==> config.mk <==
export PLATFORM = sky130hd
export DESIGN_NAME = ata_tf_status
export DESIGN_NICKNAME = d
export VERILOG_FILES = /design/src/rtl/tfs_pkg.sv /design/src/rtl/tfs_status_core.sv /design/src/rtl/tfs_irq_ctl.sv /design/src/rtl/tfs_devhead_reg.sv /design/src/rtl/tfs_host_port.sv /design/src/rtl/ata_tf_status.sv
export SDC_FILE = /design/constraint.sdc
export NUM_CORES = 1
export LEC_CHECK = 0
export BUFFER_PORTS_ARGS = -buffer_cell sky130_fd_sc_hd__buf_2
export CORE_UTILIZATION = 37
export CTS_CLUSTER_SIZE = 12
export DETAILED_ROUTE_END_ITERATION = 7
export PLACE_DENSITY = 0.74
export SETUP_SLACK_MARGIN = 0.02
export SLEW_MARGIN = 30
export SYNTH_ARGS = -nofsm -noshare
export SYNTH_HDL_FRONTEND = slang
export SYNTH_SLANG_ARGS = --single-unit
==> constraint.sdc <==
create_clock -name clk -period 1.02 [get_ports clk]
set_input_delay 0.051 -clock clk [delete_from_list [all_inputs] [get_ports clk]]
set_output_delay 0.051 -clock clk [all_outputs]
set_load 0.005 [all_outputs]
==> src/rtl/tfs_pkg.sv <==
// Shared types and bit positions for the task-file status logic.
// Assumes an 8-bit host data path; the status layout is fixed by the host protocol.
package tfs_pkg;

    localparam int ST_W        = 8;
    localparam int ST_BUSY_POS = 7;
    localparam int ST_DRDY_POS = 6;
    localparam int ST_DRQ_POS  = 3;
    localparam int ST_ERR_POS  = 0;

    typedef struct packed {
        logic busy;
        logic drdy;
        logic drq;
        logic err;
    } tfs_status_t;

    // Place the four live status bits into the host-visible byte; others are zero.
    function automatic logic [ST_W-1:0] tfs_pack(input tfs_status_t s);
        logic [ST_W-1:0] b;
        b              = '0;
        b[ST_BUSY_POS] = s.busy;
        b[ST_DRDY_POS] = s.drdy;
        b[ST_DRQ_POS]  = s.drq;
        b[ST_ERR_POS]  = s.err;
        return b;
    endfunction

endpackage

==> src/rtl/tfs_status_core.sv <==
// Status core: holds busy, error, data-request and drive-ready, plus the
// error freeze that pins drive-ready until the host reads status.
// Assumes the engine pulses done only while busy and start only while idle.
module tfs_status_core
    import tfs_pkg::*;
(
    input  logic        clk,
    input  logic        rst_n,
    input  logic        cmd_start,
    input  logic        done,
    input  logic        eng_err,
    input  logic        eng_drq,
    input  logic        eng_ready,
    input  logic        stat_rd,
    output tfs_status_t st
);

    logic busy_q, err_q, drq_q, drdy_q, freeze_q;
    logic err_done;
    logic hold_drdy;

    assign err_done  = done & eng_err;
    assign hold_drdy = err_done | (freeze_q & ~stat_rd);

    // Busy: set by any command start, cleared by completion; start wins.
    always_ff @(posedge clk) begin
        if (!rst_n)         busy_q <= 1'b0;
        else if (cmd_start) busy_q <= 1'b1;
        else if (done)      busy_q <= 1'b0;
    end

    // Error and data-request: cleared on start, loaded from the engine on completion.
    always_ff @(posedge clk) begin
        if (!rst_n) begin
            err_q <= 1'b0;
            drq_q <= 1'b0;
        end else if (cmd_start) begin
            err_q <= 1'b0;
            drq_q <= 1'b0;
        end else if (done) begin
            err_q <= eng_err;
            drq_q <= eng_drq;
        end
    end

    // Freeze flag: armed by an error completion, released by a status read.
    always_ff @(posedge clk) begin
        if (!rst_n)        freeze_q <= 1'b0;
        else if (err_done) freeze_q <= 1'b1;
        else if (stat_rd)  freeze_q <= 1'b0;
    end

    // Drive-ready: tracks the engine level unless frozen.
    always_ff @(posedge clk) begin
        if (!rst_n)          drdy_q <= 1'b0;
        else if (!hold_drdy) drdy_q <= eng_ready;
    end

    assign st = '{busy: busy_q, drdy: drdy_q, drq: drq_q, err: err_q};

    assert_start_sets_busy_R3: assert property (@(posedge clk) disable iff (!rst_n)
        $past(rst_n && cmd_start) |-> (busy_q && !err_q && !drq_q));

    assert_done_result_R6: assert property (@(posedge clk) disable iff (!rst_n)
        $past(rst_n && done && !cmd_start) |-> (!busy_q && err_q == $past(eng_err) && drq_q == $past(eng_drq)));

    assert_drdy_follows_R8: assert property (@(posedge clk) disable iff (!rst_n)
        $past(rst_n && !freeze_q && !(done && eng_err)) |-> (drdy_q == $past(eng_ready)));

    assert_drdy_frozen_R9: assert property (@(posedge clk) disable iff (!rst_n)
        $past(rst_n && freeze_q && !stat_rd) |-> $stable(drdy_q));

endmodule

==> src/rtl/tfs_irq_ctl.sv <==
// Interrupt controller: raises the host interrupt on completion and drops it
// when the host reads status. Completion has priority over acknowledge.
module tfs_irq_ctl (
    input  logic clk,
    input  logic rst_n,
    input  logic done,
    input  logic stat_rd,
    output logic irq
);

    logic irq_q;

    // Pending interrupt flag with set-over-clear priority.
    always_ff @(posedge clk) begin
        if (!rst_n)       irq_q <= 1'b0;
        else if (done)    irq_q <= 1'b1;
        else if (stat_rd) irq_q <= 1'b0;
    end

    assign irq = irq_q;

    assert_irq_ack_R7: assert property (@(posedge clk) disable iff (!rst_n)
        $past(rst_n && stat_rd && !done) |-> !irq_q);

    assert_irq_hold_R7: assert property (@(posedge clk) disable iff (!rst_n)
        $past(rst_n && irq_q && !stat_rd) |-> irq_q);

    assert_irq_set_wins_R12: assert property (@(posedge clk) disable iff (!rst_n)
        $past(rst_n && done) |-> irq_q);

endmodule

==> src/rtl/tfs_devhead_reg.sv <==
// Device/head register: host-written byte whose low nibble is replaced by the
// engine's selected address nibble at each completion.
// Assumes host writes reach here already gated by busy.
module tfs_devhead_reg #(
    parameter int DW    = 8,
    parameter int NIB_W = 4
) (
    input  logic             clk,
    input  logic             rst_n,
    input  logic             wr_en,
    input  logic [DW-1:0]    wdata,
    input  logic             done,
    input  logic [NIB_W-1:0] addr_nib,
    output logic [DW-1:0]    dh
);

    logic [DW-1:0] dh_q;

    // Host write loads the whole byte; completion refreshes the low nibble.
    always_ff @(posedge clk) begin
        if (!rst_n)     dh_q <= '0;
        else if (wr_en) dh_q <= wdata;
        else if (done)  dh_q <= {dh_q[DW-1:NIB_W], addr_nib};
    end

    assign dh = dh_q;

    assert_dh_write_R11: assert property (@(posedge clk) disable iff (!rst_n)
        $past(rst_n && wr_en) |-> (dh_q == $past(wdata)));

    assert_dh_refresh_R6: assert property (@(posedge clk) disable iff (!rst_n)
        $past(rst_n && done && !wr_en) |->
            (dh_q[NIB_W-1:0] == $past(addr_nib) && dh_q[DW-1:NIB_W] == $past(dh_q[DW-1:NIB_W])));

endmodule

==> src/rtl/tfs_host_port.sv <==
// Host port: decodes strobes into command, device/head write and status-read
// events, and selects the read data. Busy overrides every offset with status.
module tfs_host_port #(
    parameter int AW       = 3,
    parameter int DW       = 8,
    parameter int STAT_OFS = 7,
    parameter int DH_OFS   = 6
) (
    input  logic          rst_n,
    input  logic          clk,
    input  logic [AW-1:0] addr,
    input  logic          rd,
    input  logic          wr,
    input  logic          busy,
    input  logic [DW-1:0] status_byte,
    input  logic [DW-1:0] dh,
    output logic          stat_rd,
    output logic          cmd_wr,
    output logic          dh_wr,
    output logic [DW-1:0] rdata
);

    localparam int NREG = 1 << AW;

    logic [DW-1:0] lane [NREG];

    // One lane per offset: status, device/head, or zero for registers held elsewhere.
    for (genvar i = 0; i < NREG; i++) begin : g_lane
        if (i == STAT_OFS) begin : g_st
            assign lane[i] = status_byte;
        end else if (i == DH_OFS) begin : g_dh
            assign lane[i] = dh;
        end else begin : g_zero
            assign lane[i] = '0;
        end
    end

    // Strobe decode; writes are gated by busy, status reads are not.
    always_comb begin
        stat_rd = rd & (addr == AW'(STAT_OFS));
        cmd_wr  = wr & ~busy & (addr == AW'(STAT_OFS));
        dh_wr   = wr & ~busy & (addr == AW'(DH_OFS));
    end

    // Read data select with busy override.
    always_comb begin
        if (busy) rdata = status_byte;
        else      rdata = lane[addr];
    end

    assert_busy_blocks_writes_R5: assert property (@(posedge clk) disable iff (!rst_n)
        busy |-> (!cmd_wr && !dh_wr));

    assert_busy_reads_status_R4: assert property (@(posedge clk) disable iff (!rst_n)
        busy |-> (rdata == status_byte));

endmodule

==> src/rtl/ata_tf_status.sv <==
// Top of the task-file status logic: ties the host port, status core,
// interrupt controller and device/head register together.
// Assumes eng_done pulses only while busy and eng_start only while idle.
module ata_tf_status
    import tfs_pkg::*;
#(
    parameter int AW       = 3,
    parameter int DW       = 8,
    parameter int NIB_W    = 4,
    parameter int STAT_OFS = 7,
    parameter int DH_OFS   = 6
) (
    input  logic             clk,
    input  logic             rst_n,
    input  logic [AW-1:0]    host_addr,
    input  logic             host_rd,
    input  logic             host_wr,
    input  logic [DW-1:0]    host_wdata,
    output logic [DW-1:0]    host_rdata,
    output logic             host_irq,
    input  logic             eng_start,
    input  logic             eng_done,
    input  logic             eng_err,
    input  logic             eng_drq,
    input  logic             eng_ready,
    input  logic [NIB_W-1:0] eng_addr_nib,
    output logic             cmd_valid,
    output logic [DW-1:0]    cmd_byte,
    output logic [DW-1:0]    devhead_q
);

    tfs_status_t   st;
    logic [DW-1:0] status_byte;
    logic [DW-1:0] dh;
    logic          stat_rd, cmd_wr, dh_wr, any_start;

    assign status_byte = DW'(tfs_pack(st));
    assign any_start   = cmd_wr | eng_start;

    tfs_host_port #(.AW(AW), .DW(DW), .STAT_OFS(STAT_OFS), .DH_OFS(DH_OFS)) u_port (
        .rst_n(rst_n), .clk(clk), .addr(host_addr), .rd(host_rd), .wr(host_wr),
        .busy(st.busy), .status_byte(status_byte), .dh(dh),
        .stat_rd(stat_rd), .cmd_wr(cmd_wr), .dh_wr(dh_wr), .rdata(host_rdata)
    );

    tfs_status_core u_core (
        .clk(clk), .rst_n(rst_n), .cmd_start(any_start), .done(eng_done),
        .eng_err(eng_err), .eng_drq(eng_drq), .eng_ready(eng_ready),
        .stat_rd(stat_rd), .st(st)
    );

    tfs_irq_ctl u_irq (
        .clk(clk), .rst_n(rst_n), .done(eng_done), .stat_rd(stat_rd), .irq(host_irq)
    );

    tfs_devhead_reg #(.DW(DW), .NIB_W(NIB_W)) u_dh (
        .clk(clk), .rst_n(rst_n), .wr_en(dh_wr), .wdata(host_wdata),
        .done(eng_done), .addr_nib(eng_addr_nib), .dh(dh)
    );

    assign cmd_valid = cmd_wr;
    assign cmd_byte  = host_wdata;
    assign devhead_q = dh;

    assert_obsolete_zero_R2: assert property (@(posedge clk) disable iff (!rst_n)
        (st.busy || host_addr == AW'(STAT_OFS)) |->
            (host_rdata[5:4] == 2'b00 && host_rdata[2:1] == 2'b00));

    assert_reset_state_R1: assert property (@(posedge clk)
        $past(!rst_n) |-> (!host_irq && !st.busy && !st.drdy && !st.err && dh == '0));

endmodule

-- Word-level counts from Yosys, hierarchy flattened
Index checks and enable logic that the tools add are counted.
- input port bits: 24
- logic and storage cells: 39
- flip-flop bits (word level): 14
- output and inout port bits: 26
- bitwise logic cells: 12
- mux-type cells: 11
- order comparisons: 1
- equal/unequal tests: 2
- reductions and logical operators: 5
- operators with widths (cell ; count):
    8-bit two-way mux ; 4
    8-bit binary-select mux with 3-bit select ; 1
    2-bit nonzero test ; 4
    1-bit bitwise AND ; 6
    3-bit == test, second input constant ; 2
    1-bit two-way mux ; 5
    4-bit greater-or-equal comparator, second input constant ; 1
    4-bit two-way mux ; 1
    3-bit NOT with 4-bit output ; 1
    1-bit NOT ; 3
    1-bit bitwise OR ; 2
    2-bit OR reduction ; 1

-- Longest topological paths before layout
Gate-level depths: netlist of run 1.
- word-level depth: 5
- gate-level depth with buffers: 4
- depth with buffers taken out: 3

-- Cells and area by module
Synthesis of run 1 repeated with hierarchy kept, for this count alone.
- cells, all modules: 107
- area total of the unflattened synthesis: 949.7 um^2
- modules (own cells, without submodules) (module ; cells an instance ; area an instance (um^2) ; sequential area each (um^2) ; instances):
    tfs_devhead_reg ; 29 ; 342.8 ; 160.2 ; 1
    tfs_host_port ; 43 ; 281.5 ; 0.0 ; 1
    tfs_status_core ; 22 ; 214.0 ; 100.1 ; 1
    ata_tf_status ; 10 ; 70.1 ; 0.0 ; 1
    tfs_irq_ctl ; 3 ; 41.3 ; 20.0 ; 1

-- Worst setup path after synthesis of run 1
Ideal clock, no wire load.
- path type: reg-to-reg
- start: reg u_core.busy_q
- end: reg u_core.busy_q
- stages on the path, launching flop included: 4
- required time: 0.900 ns
- clock period less this slack: 1.013 ns
- slack: 0.007 ns
- arrival time: 0.893 ns
- setup time: 0.120 ns
- path buffers: 0
- cells stage by stage: dfxtp_1 nand4b_4 nor2_2 o31a_1
- word-level cells in the longest chain between the ends: 5
- elaborated cells between the ends (all ways): 6
- those cells by class: 1 x mux; 4 x bitwise; 1 x reduce/logical
- ends and longest elaborated chain (what ; RTL line ; RTL):
    from (decl) ; tfs_status_core.sv:18 ; logic busy_q, err_q, drq_q, drdy_q, freeze_q;
    from (signal assigned) ; tfs_status_core.sv:27 ; if (!rst_n) busy_q <= 1'b0;
    from (signal assigned) ; tfs_status_core.sv:28 ; else if (cmd_start) busy_q <= 1'b1;
    from (signal assigned) ; tfs_status_core.sv:29 ; else if (done) busy_q <= 1'b0;
    1-bit NOT (*) ; tfs_host_port.sv:41 ; cmd_wr = wr & ~busy & (addr == AW'(STAT_OFS));
    1-bit bitwise AND (*) (2 in series) ; tfs_host_port.sv:41 ;
    named net cmd_valid ; ata_tf_status.sv:27 ; output logic cmd_valid,
    1-bit bitwise OR (*) ; ata_tf_status.sv:38 ; assign any_start = cmd_wr | eng_start;
    1-bit two-way mux or 2-bit nonzero test (tied branches) ; - ;
Mark *: on every way through the listed nets, which the timed path passes. The rest lies on a longest branch.
A chain may end at the register's enable or synchronous reset.

-- Worst setup path after layout of run 1
- start: reg u_core.busy_q
- end: out host_rdata[0]
- word-level cells in the longest chain between the ends: 1
- ends and longest elaborated chain (what ; RTL line ; RTL):
    8-bit two-way mux ; tfs_host_port.sv:47 ; if (busy) rdata = status_byte;
    to (decl) ; ata_tf_status.sv:19 ; output logic [DW-1:0] host_rdata,
No other way between the ends.

==> results of run 1 <==
==> placed cells by master (no fill, tap or decap) <==
cell type / synthesis / layout
sky130_fd_sc_hd__buf_2: 2 / 48
sky130_fd_sc_hd__dfxtp_1: 14 / 13
sky130_fd_sc_hd__nand2_1: 11 / 11
sky130_fd_sc_hd__mux2i_1: 9 / 9
sky130_fd_sc_hd__o311a_1: 4 / 4
sky130_fd_sc_hd__buf_6: 0 / 4
sky130_fd_sc_hd__a22o_1: 3 / 3
sky130_fd_sc_hd__and2_1: 4 / 3
sky130_fd_sc_hd__o21ai_1: 0 / 3
sky130_fd_sc_hd__clkbuf_4: 0 / 3
sky130_fd_sc_hd__buf_4: 10 / 3
sky130_fd_sc_hd__inv_1: 2 / 2
sky130_fd_sc_hd__nor2_4: 1 / 2
sky130_fd_sc_hd__nand2b_1: 2 / 2
sky130_fd_sc_hd__nand4_1: 2 / 2
sky130_fd_sc_hd__nor2b_1: 2 / 2
sky130_fd_sc_hd__nor3_4: 0 / 1
sky130_fd_sc_hd__o21bai_1: 1 / 1
sky130_fd_sc_hd__and2_4: 0 / 1
sky130_fd_sc_hd__nand4b_4: 1 / 1
sky130_fd_sc_hd__a41o_1: 1 / 1
sky130_fd_sc_hd__nor3_2: 1 / 1
sky130_fd_sc_hd__a21boi_0: 1 / 1
sky130_fd_sc_hd__a211oi_2: 0 / 1
sky130_fd_sc_hd__a21oi_1: 1 / 1
sky130_fd_sc_hd__o31a_1: 1 / 1
sky130_fd_sc_hd__nand3_1: 1 / 1
sky130_fd_sc_hd__and4_1: 1 / 1
sky130_fd_sc_hd__a41oi_1: 1 / 1
sky130_fd_sc_hd__o211ai_1: 1 / 1
sky130_fd_sc_hd__o21ai_0: 4 / 1
sky130_fd_sc_hd__buf_12: 0 / 1
sky130_fd_sc_hd__dfxtp_4: 0 / 1
==> per-stage QoR <==
stage / area, µm² / utilization [%] / total power, µW / setup slack (ps)
6_report: 1110 / 56.1 / 1160 / -182
5_1_grt: 1110 / 56.1 / 1220 / -263
4_1_cts: 1100 / 55.4 / 1170 / -199
3_5_place_dp: 1010 / 51.0 / 840 / -50.9
3_3_place_gp: 1010 / 51.0 / 834 / -4.19
2_1_floorplan: 787 / - / 742 / 47.9
==> flip-flops by register name, indices dropped and copies added, names as in the netlist <==
name	flops
u_core.drdy_q	1
u_core.err_q	1
u_core.drq_q	1
u_core.busy_q	1
u_irq.irq	1
u_dh.dh	8
u_core.freeze_q	1
==> worst max-delay path, cell delays in order (launching register included) <==
cell and delay (ps):
sky130_fd_sc_hd__dfxtp_4 370, sky130_fd_sc_hd__nor3_4 140, sky130_fd_sc_hd__buf_6 140, sky130_fd_sc_hd__a22o_1 130
sky130_fd_sc_hd__buf_2 110
==> routing by layer <==
layer	vias to the layer above	routed length [µm]	GRT usage (%)
met5	-	0	0
met4	0	6	5.00
met3	2	111	3.40
met2	26	980	30.0
met1	368	868	22.9
li1	395	-	-
==> final timing paths <==
path	from	endpoint	slack, ps	cells past startpoint
setup reg to reg	u_core.busy_q	u_dh.dh[4]	-160	4
hold / removal	host_wdata[6]	u_dh.dh[6]	20	3
hold reg to reg	u_dh.dh[5]	u_dh.dh[5]	480	2
setup / recovery	u_core.busy_q	host_rdata[0]	-180	4
==> what timing repair did <==
action	in CTS	in global routing
resized for setup	7	6
pin swaps	9	3
setup buffers	3	0
hold endpoints to repair	0	0
endpoints found under the setup margin	19	20
==> power by group through the flow <==
| stage | logic (µW) | clock network, µW | registers (µW) |
|---|---|---|---|
| finish | 253 | 309 | 596 |
| global route | 282 | 335 | 601 |
| global placement | 227 | 0 | 607 |
| detailed placement | 232 | 0 | 608 |
| floorplan | 136 | 0 | 607 |
| CTS | 250 | 320 | 596 |
==> logic make-up (layout without fill, tap and decap cells) <==
family,count (synthesis),count (layout),synth area share [%]
buf+inv,14,61,11.8
flops,14,14,35.7
simple gates,28,28,22.1
mux,9,9,11.5
compound gates,19,19,19.0
==> area by class of cell <==
type,instances,area [µm²],share of cell area [%]
Sequential cell,14,284,25.5
Multi-Input combinational cell,56,437,39.3
Clock buffer,3,22.5,2.02
Tap cell,27,33.8,3.04
Inverter,2,7.51,0.675
Timing Repair Buffer,56,328,29.5
==> impl_summary.md, run 1 <==
Status
The run finished, with violations left. The checks that failed: negative setup slack.

Synthesis
The most common cell in the synthesized netlist is sky130_fd_sc_hd__dfxtp_1. Counting every instance in the synthesized netlist gives 84. The largest total area in the synthesized netlist belongs to sky130_fd_sc_hd__dfxtp_1. For this run, asynchronously set or reset flops after synthesis account for 0%. The number of nets in the synthesized netlist is ~110. Sorting the synthesized cells by how often they occur yields sky130_fd_sc_hd__dfxtp_1 (14), sky130_fd_sc_hd__nand2_1 (11), sky130_fd_sc_hd__buf_4 (10), sky130_fd_sc_hd__mux2i_1 (9). In this run the biggest area consumer among cell types represents 35.7% of the synthesized area. Each instance of the synthesized netlist takes up on average 9.35 µm².

Summing the sequential cell areas from Yosys gives a little over a third of the chip area. In this run the cell area of the synthesized design comes to roughly 790 µm². The most used flip-flop cell after synthesis is sky130_fd_sc_hd__dfxtp_1.

The synthesized design contains 0 enable-type register cells. The number of warnings issued by yosys is 0. By area the synthesized netlist is led by sky130_fd_sc_hd__dfxtp_1 (36%), sky130_fd_sc_hd__mux2i_1 (11%), sky130_fd_sc_hd__buf_4 (9.6%). The number of distinct standard cells referenced by the synthesized netlist is 28.

After synthesis the netlist holds a flip-flop and latch count of 14.

Clock network
The clock latency reported for the late side of the worst-skew pair is about 270 ps. Clock-pin slew was measured on the worst setup and hold paths at 90 ps. The TritonCTS sink count is 14. The quantity of hold-fixing buffers added after cts is 0. In this run, CTS created clock tree buffers numbering 3.

In this run the deepest clock path goes through 2 buffers. In this run the number of H-tree levels came out at 1. The clock tree from TritonCTS is built. Clock tree synthesis selected as its root buffer the cell sky130_fd_sc_hd__clkbuf_4.

Timing
After layout, the worst setup slack is -182 ps. The worst slew margin relative to its limit is about 80%. Subtracting the final worst setup slack from the clock period gives 1200 ps.

The final hold violation count was 0. The tightest hold margin is between 20 and 25 ps. Of the available clock period, the critical path in the final layout requires 118%. Setup repair after global routing could not meet its margin everywhere. After routing, the total negative slack on setup checks comes to -2420 ps. Setup violations remaining at the end of the flow were counted as 17.

Between clock sinks in the finished design, the worst skew comes to roughly 12 ps. The count of final max-slew check failures came to 0. For the pin with the worst max-slew slack, the measured transition is approximately 270 ps.

Based on the critical path, the design can be clocked at up to between 800 and 900 MHz.

Power
The reported net switching power is 314 µW. For this design the static power due to leakage is ~0.00055 µW. Per report_power, the combinational group accounts for 21.9% of the total. In this run, flip-flops and latches consume ~52% of the power. The proportion of total power due to net switching is ~27%. The power density normalized to cell area is between 1000 and 1500 mW/mm². In this run, the clock network consumes between 20% and 30% of the power.

The cell internal power dissipation is around 840 µW. VDD sags by at most a little over 0.0007 V.

GRT
Global routing finished with a remaining overflow of 0. The number of global-route vias before repair is between 600 and 700. The global-route usage over all layers is ~18%. The first global-routing pass estimated 2.87 mm of wire. Entering global routing, the biggest net connects 19 pins. The number of antenna violations at the first check in global routing came to 0.

Floorplanning
The placeable core region is 0.00198 mm². For this design the top-level I/O count stands at 50. Measured along the y axis, the die boundary spans 48.1 µm.

The effective utilization at floorplan is 39.6%. The floorplan has 16 rows. The die is around 48 µm wide.

The area of the die is 0.00231 mm².

Drt
The via-per-instance ratio is approximately 5.0. The mean routed wirelength per cell is between 10 and 15 µm. After detailed routing, the number of remaining DRC violations is 0. The antenna violation net count after detailed routing is 0. The first TritonRoute pass finished after 4 iterations. The detailed router placed ~790 vias in this run. For this block, the initial DRC count from the detailed router was 15.

Summed over all layers, the routed wires come to between 1.5 and 2 mm.

Setup path
The kind of critical path is flip-flop to output pin. At the worst endpoint, the required time is 970 ps. The highest fanout seen on the critical path is 5. Data on the critical path arrives at its endpoint at 1150 ps. The critical path launch point type is a flip-flop. The worst setup path is captured at an output pin.

Finish
The count of cells in the finished layout, fillers not included, comes to between 150 and 200. The share of layout cells above drive strength 1 is 51.1%. The number of antenna repair diodes is 0. The area growth from synthesis to layout is 41.6%. The fill cell total of the finished layout is roughly 180. At the end of the flow, the number of nets in the layout was 157.

Placement
Once detailed placement completed, the half-perimeter wirelength came to between 1 and 1.5 mm. Including well taps, the total number of placed cells is approximately 150. The number of input and output port buffers inserted is around 50. At the end of routability-driven placement, the weighted congestion stood at 0.765.

Min path
In this run the worst hold path is classified as input pin to flip-flop.

Job
Max-cap violations in this run came to 0.
(Power assumes the default switching activity.)
==> inputs of run 2 (changes only) <==
RECOVER_POWER = 50   (was default)
==> run 2 against run 1 <==
  * The flow still finishes with violations (negative setup slack)
  * Die area did not move
  * Maximum frequency barely moved
  * Clock skew barely moved
  * Utilization fell by 0.32 points
  * Critical path depth fell by 1
  * Count of clock-buffer cells in the layout did not move
  * Sequential share of layout area rose by 0.14 points
  * Hold slack improved by 1.7 ps
  * Critical path type unchanged
  * Largest cell class unchanged
==> impl_summary.md, run 2 (synthesis gave the netlist of run 1 again) <==
Status
Run status: complete, but fails checks (unchanged). Violations in the final reports: negative setup slack (unchanged).

GRT
The global-route usage over all layers came to 17.7% (unchanged). The pin count of the biggest net entering global routing is 19 (unchanged). The number of global-route vias before repair came to 691 (unchanged). The number of antenna violations at the first check in global routing was 0 (unchanged). The residual overflow from global routing is 0 (unchanged). The first-pass GRT wire length was 2.87 mm (unchanged).

Finish
The number of antenna repair diodes is 0 (unchanged). The fill cell total of the finished layout is 186 (was 184). The number of nets in the finished design is 157 (unchanged). The share of layout cells above drive strength 1 came to 47.3% (was 51.1%). Commonest non-fill, non-tap cells in the layout: sky130_fd_sc_hd__buf_2 (43), sky130_fd_sc_hd__dfxtp_1 (13), sky130_fd_sc_hd__nand2_1 (11) (was sky130_fd_sc_hd__buf_2 (48), sky130_fd_sc_hd__dfxtp_1 (13), sky130_fd_sc_hd__nand2_1 (11)). The most frequent standard cell in the layout excluding fill and tap cells is sky130_fd_sc_hd__buf_2 (unchanged).

The flip-flop count of the largest register after layout came to 8 (unchanged). The area added between synthesis and finish is 40.8% (was 41.6%).

Placement
The worst slack after detailed placement is -50.9 ps (unchanged). The routability congestion estimate came to 0.765 (unchanged). The half-perimeter wire length after placement was 1.46 mm (unchanged). The number of input and output port buffers inserted is 49 (unchanged).

Power
The share of total power in combinational logic came to 21.7% (was 21.9%). The cell internal power dissipation was 841 µW (was 844 µW). The proportion of total power due to net switching is 27.2% (was 27.1%). The static leakage is 0.000539 µW (was 0.000553 µW). The power share of the clock group is 26.8% (was 26.7%).

The reported net switching power was 315 µW (was 314 µW). The maximum VDD drop is 0.000726 V (was 0.000724 V). The overall power of the completed layout was 1160 µW (about the same). The relative contribution of sequential cells to total power is 51.5% (about the same). The power density normalized to cell area is 1050 mW/mm² (was 1040 mW/mm²).

Timing
The final hold violation count was 0 (unchanged). Unrepaired setup endpoints after global routing: true (unchanged). The maximum operating frequency was 832 MHz (about the same). The final period demand of the worst path is 1200 ps (about the same). The setup clock skew after layout is 12.5 ps (was 12.3 ps). The count of final max-slew check failures came to 0 (unchanged).

The transition at the pin with the smallest max-transition slack is 274 ps (was 271 ps). The final critical-path share of the clock period is 118% (about the same). The final setup slack of the worst path is -181 ps (was -182 ps). The worst slew margin relative to its limit came to 81.7% (was 81.9%).

The total setup violations reported at the end of the flow is 17 (unchanged).

Clock network
The clock latency reported for the late side of the worst-skew pair came to 270 ps (about the same). The H-tree depth is 1 (unchanged). The number of buffers added by the clock tree synthesis step is 3 (unchanged). The clock root buffer was sky130_fd_sc_hd__clkbuf_4 (unchanged). The clock tree from TritonCTS is built (unchanged). The quantity of hold-fixing buffers added after cts is 0 (unchanged). The clock tree buffer depth is 2 (unchanged). The TritonCTS sink count is 14 (unchanged). The clock slew seen by the registers of the worst setup and hold paths is 90 ps (about the same).

Floorplanning
The vertical extent of the die is 48.1 µm (unchanged). The number of placement rows is 16 (unchanged). The area of the die was 0.00231 mm² (unchanged). The effective utilization at floorplan is 39.6% (unchanged). The number of top-level pins is 50 (unchanged).

The placeable core region is 0.00198 mm² (unchanged). The horizontal die dimension is 48.1 µm (unchanged).

Setup path
The critical-path cell with the highest stage delay was sky130_fd_sc_hd__dfxtp_4 (unchanged). The data arrival time at the worst-slack endpoint is 1150 ps (about the same). The kind of critical path was flip-flop to output pin (unchanged). The critical path launch point type was a flip-flop (unchanged). The highest fanout seen on the critical path was 5 (unchanged).

Cell Chain, Critical Path: o21bai_1 -> a22o_1 -> buf_2 (was nor3_4 -> buf_6 -> a22o_1 -> buf_2). The combined buffer and inverter count along the critical path is 1 (was 2). The family of cells with the greatest summed delay on the critical path is compound AO/OA/AOI/OAI gates (was flip-flops). The endpoint kind of the worst setup timing path is an output pin (unchanged). The endpoint required time on the critical path is 970 ps (about the same).

The biggest cell delay along the critical path came to 370 ps (about the same).

Drt
The antenna violation net count after detailed routing came to 0 (unchanged). The mean routed wirelength per cell is 12.4 µm (about the same). The via-per-instance ratio was 5.01 (about the same). The count of routing violations after the opening detailed-route iteration was 14 (was 15). The total wire length after detailed routing is 1.96 mm (was 1.97 mm). The number of remaining DRC errors was 0 (unchanged). The number of detailed-routing iterations run before antenna repair is 4 (unchanged). The via count is 792 (was 791).

Min path
The worst hold-check path type is input pin to flip-flop (unchanged).

Job
The number of maximum-capacitance constraint violations is 0 (unchanged).
==> run 2: cell type report <==
type / instances / area, µm² / share of cell area, %
Inverter: 2 / 7.51 / 0.679
Clock buffer: 3 / 22.5 / 2.04
Sequential cell: 14 / 284 / 25.7
Multi-Input combinational cell: 56 / 437 / 39.5
Tap cell: 27 / 33.8 / 3.05
Timing Repair Buffer: 56 / 322 / 29.1
==> run 2: per-stage QoR <==
stage / instances / TNS, ps / hold slack (ps) / area [µm²] / util (%)
3_5_place_dp: 152 / -218 / 285 / 1010 / 51.0
4_1_cts: 158 / -2470 / 14.1 / 1100 / 55.4
6_report: 158 / -2410 / 25.6 / 1110 / 55.8
2_1_floorplan: 84 / 0 / 183 / 787 / -
3_3_place_gp: 152 / -7.13 / 285 / 1010 / 51.0
5_1_grt: 158 / -3550 / 39.6 / 1110 / 55.8
==> run 2: power by group through the flow <==
stage,registers [µW],clock network (µW),logic (µW)
finish,596,310,251
floorplan,607,0,136
global route,601,335,280
global placement,607,0,227
CTS,596,320,250
detailed placement,608,0,232
==> run 2: final timing paths <==
check,to,startpoint,slack (ps),cells past startpoint
worst max register to register,u_dh.dh[4],u_core.busy_q,-160,4
worst max-delay path,host_rdata[0],u_core.busy_q,-180,3
worst min-delay path,u_dh.dh[6],host_wdata[6],30,3
worst min register to register,u_dh.dh[5],u_dh.dh[5],480,2
==> run 2: what timing repair did <==
| action | in CTS | in global routing |
|---|---|---|
| resized for setup | 7 | 6 |
| buffers inserted | 3 | 0 |
| pin swaps | 9 | 3 |
| endpoints found under the setup margin | 19 | 20 |
==> run 2: routing by layer <==
layer  share of wire (%)  track usage [%]  wire length (µm)  up-vias
li1                    -                -                 -      395
met1                  44             22.9               873      371
met2                  50             30.0               980       24
met3                 5.2             3.40               103        2
met4                0.31             5.00                 6        0
met5                   0                0                 0        -
==> run 2: tightest hold or removal path, stage by stage <==
cell                      delay (ps)
sky130_fd_sc_hd__buf_2           100
sky130_fd_sc_hd__nand2_1          50
sky130_fd_sc_hd__mux2i_1          60
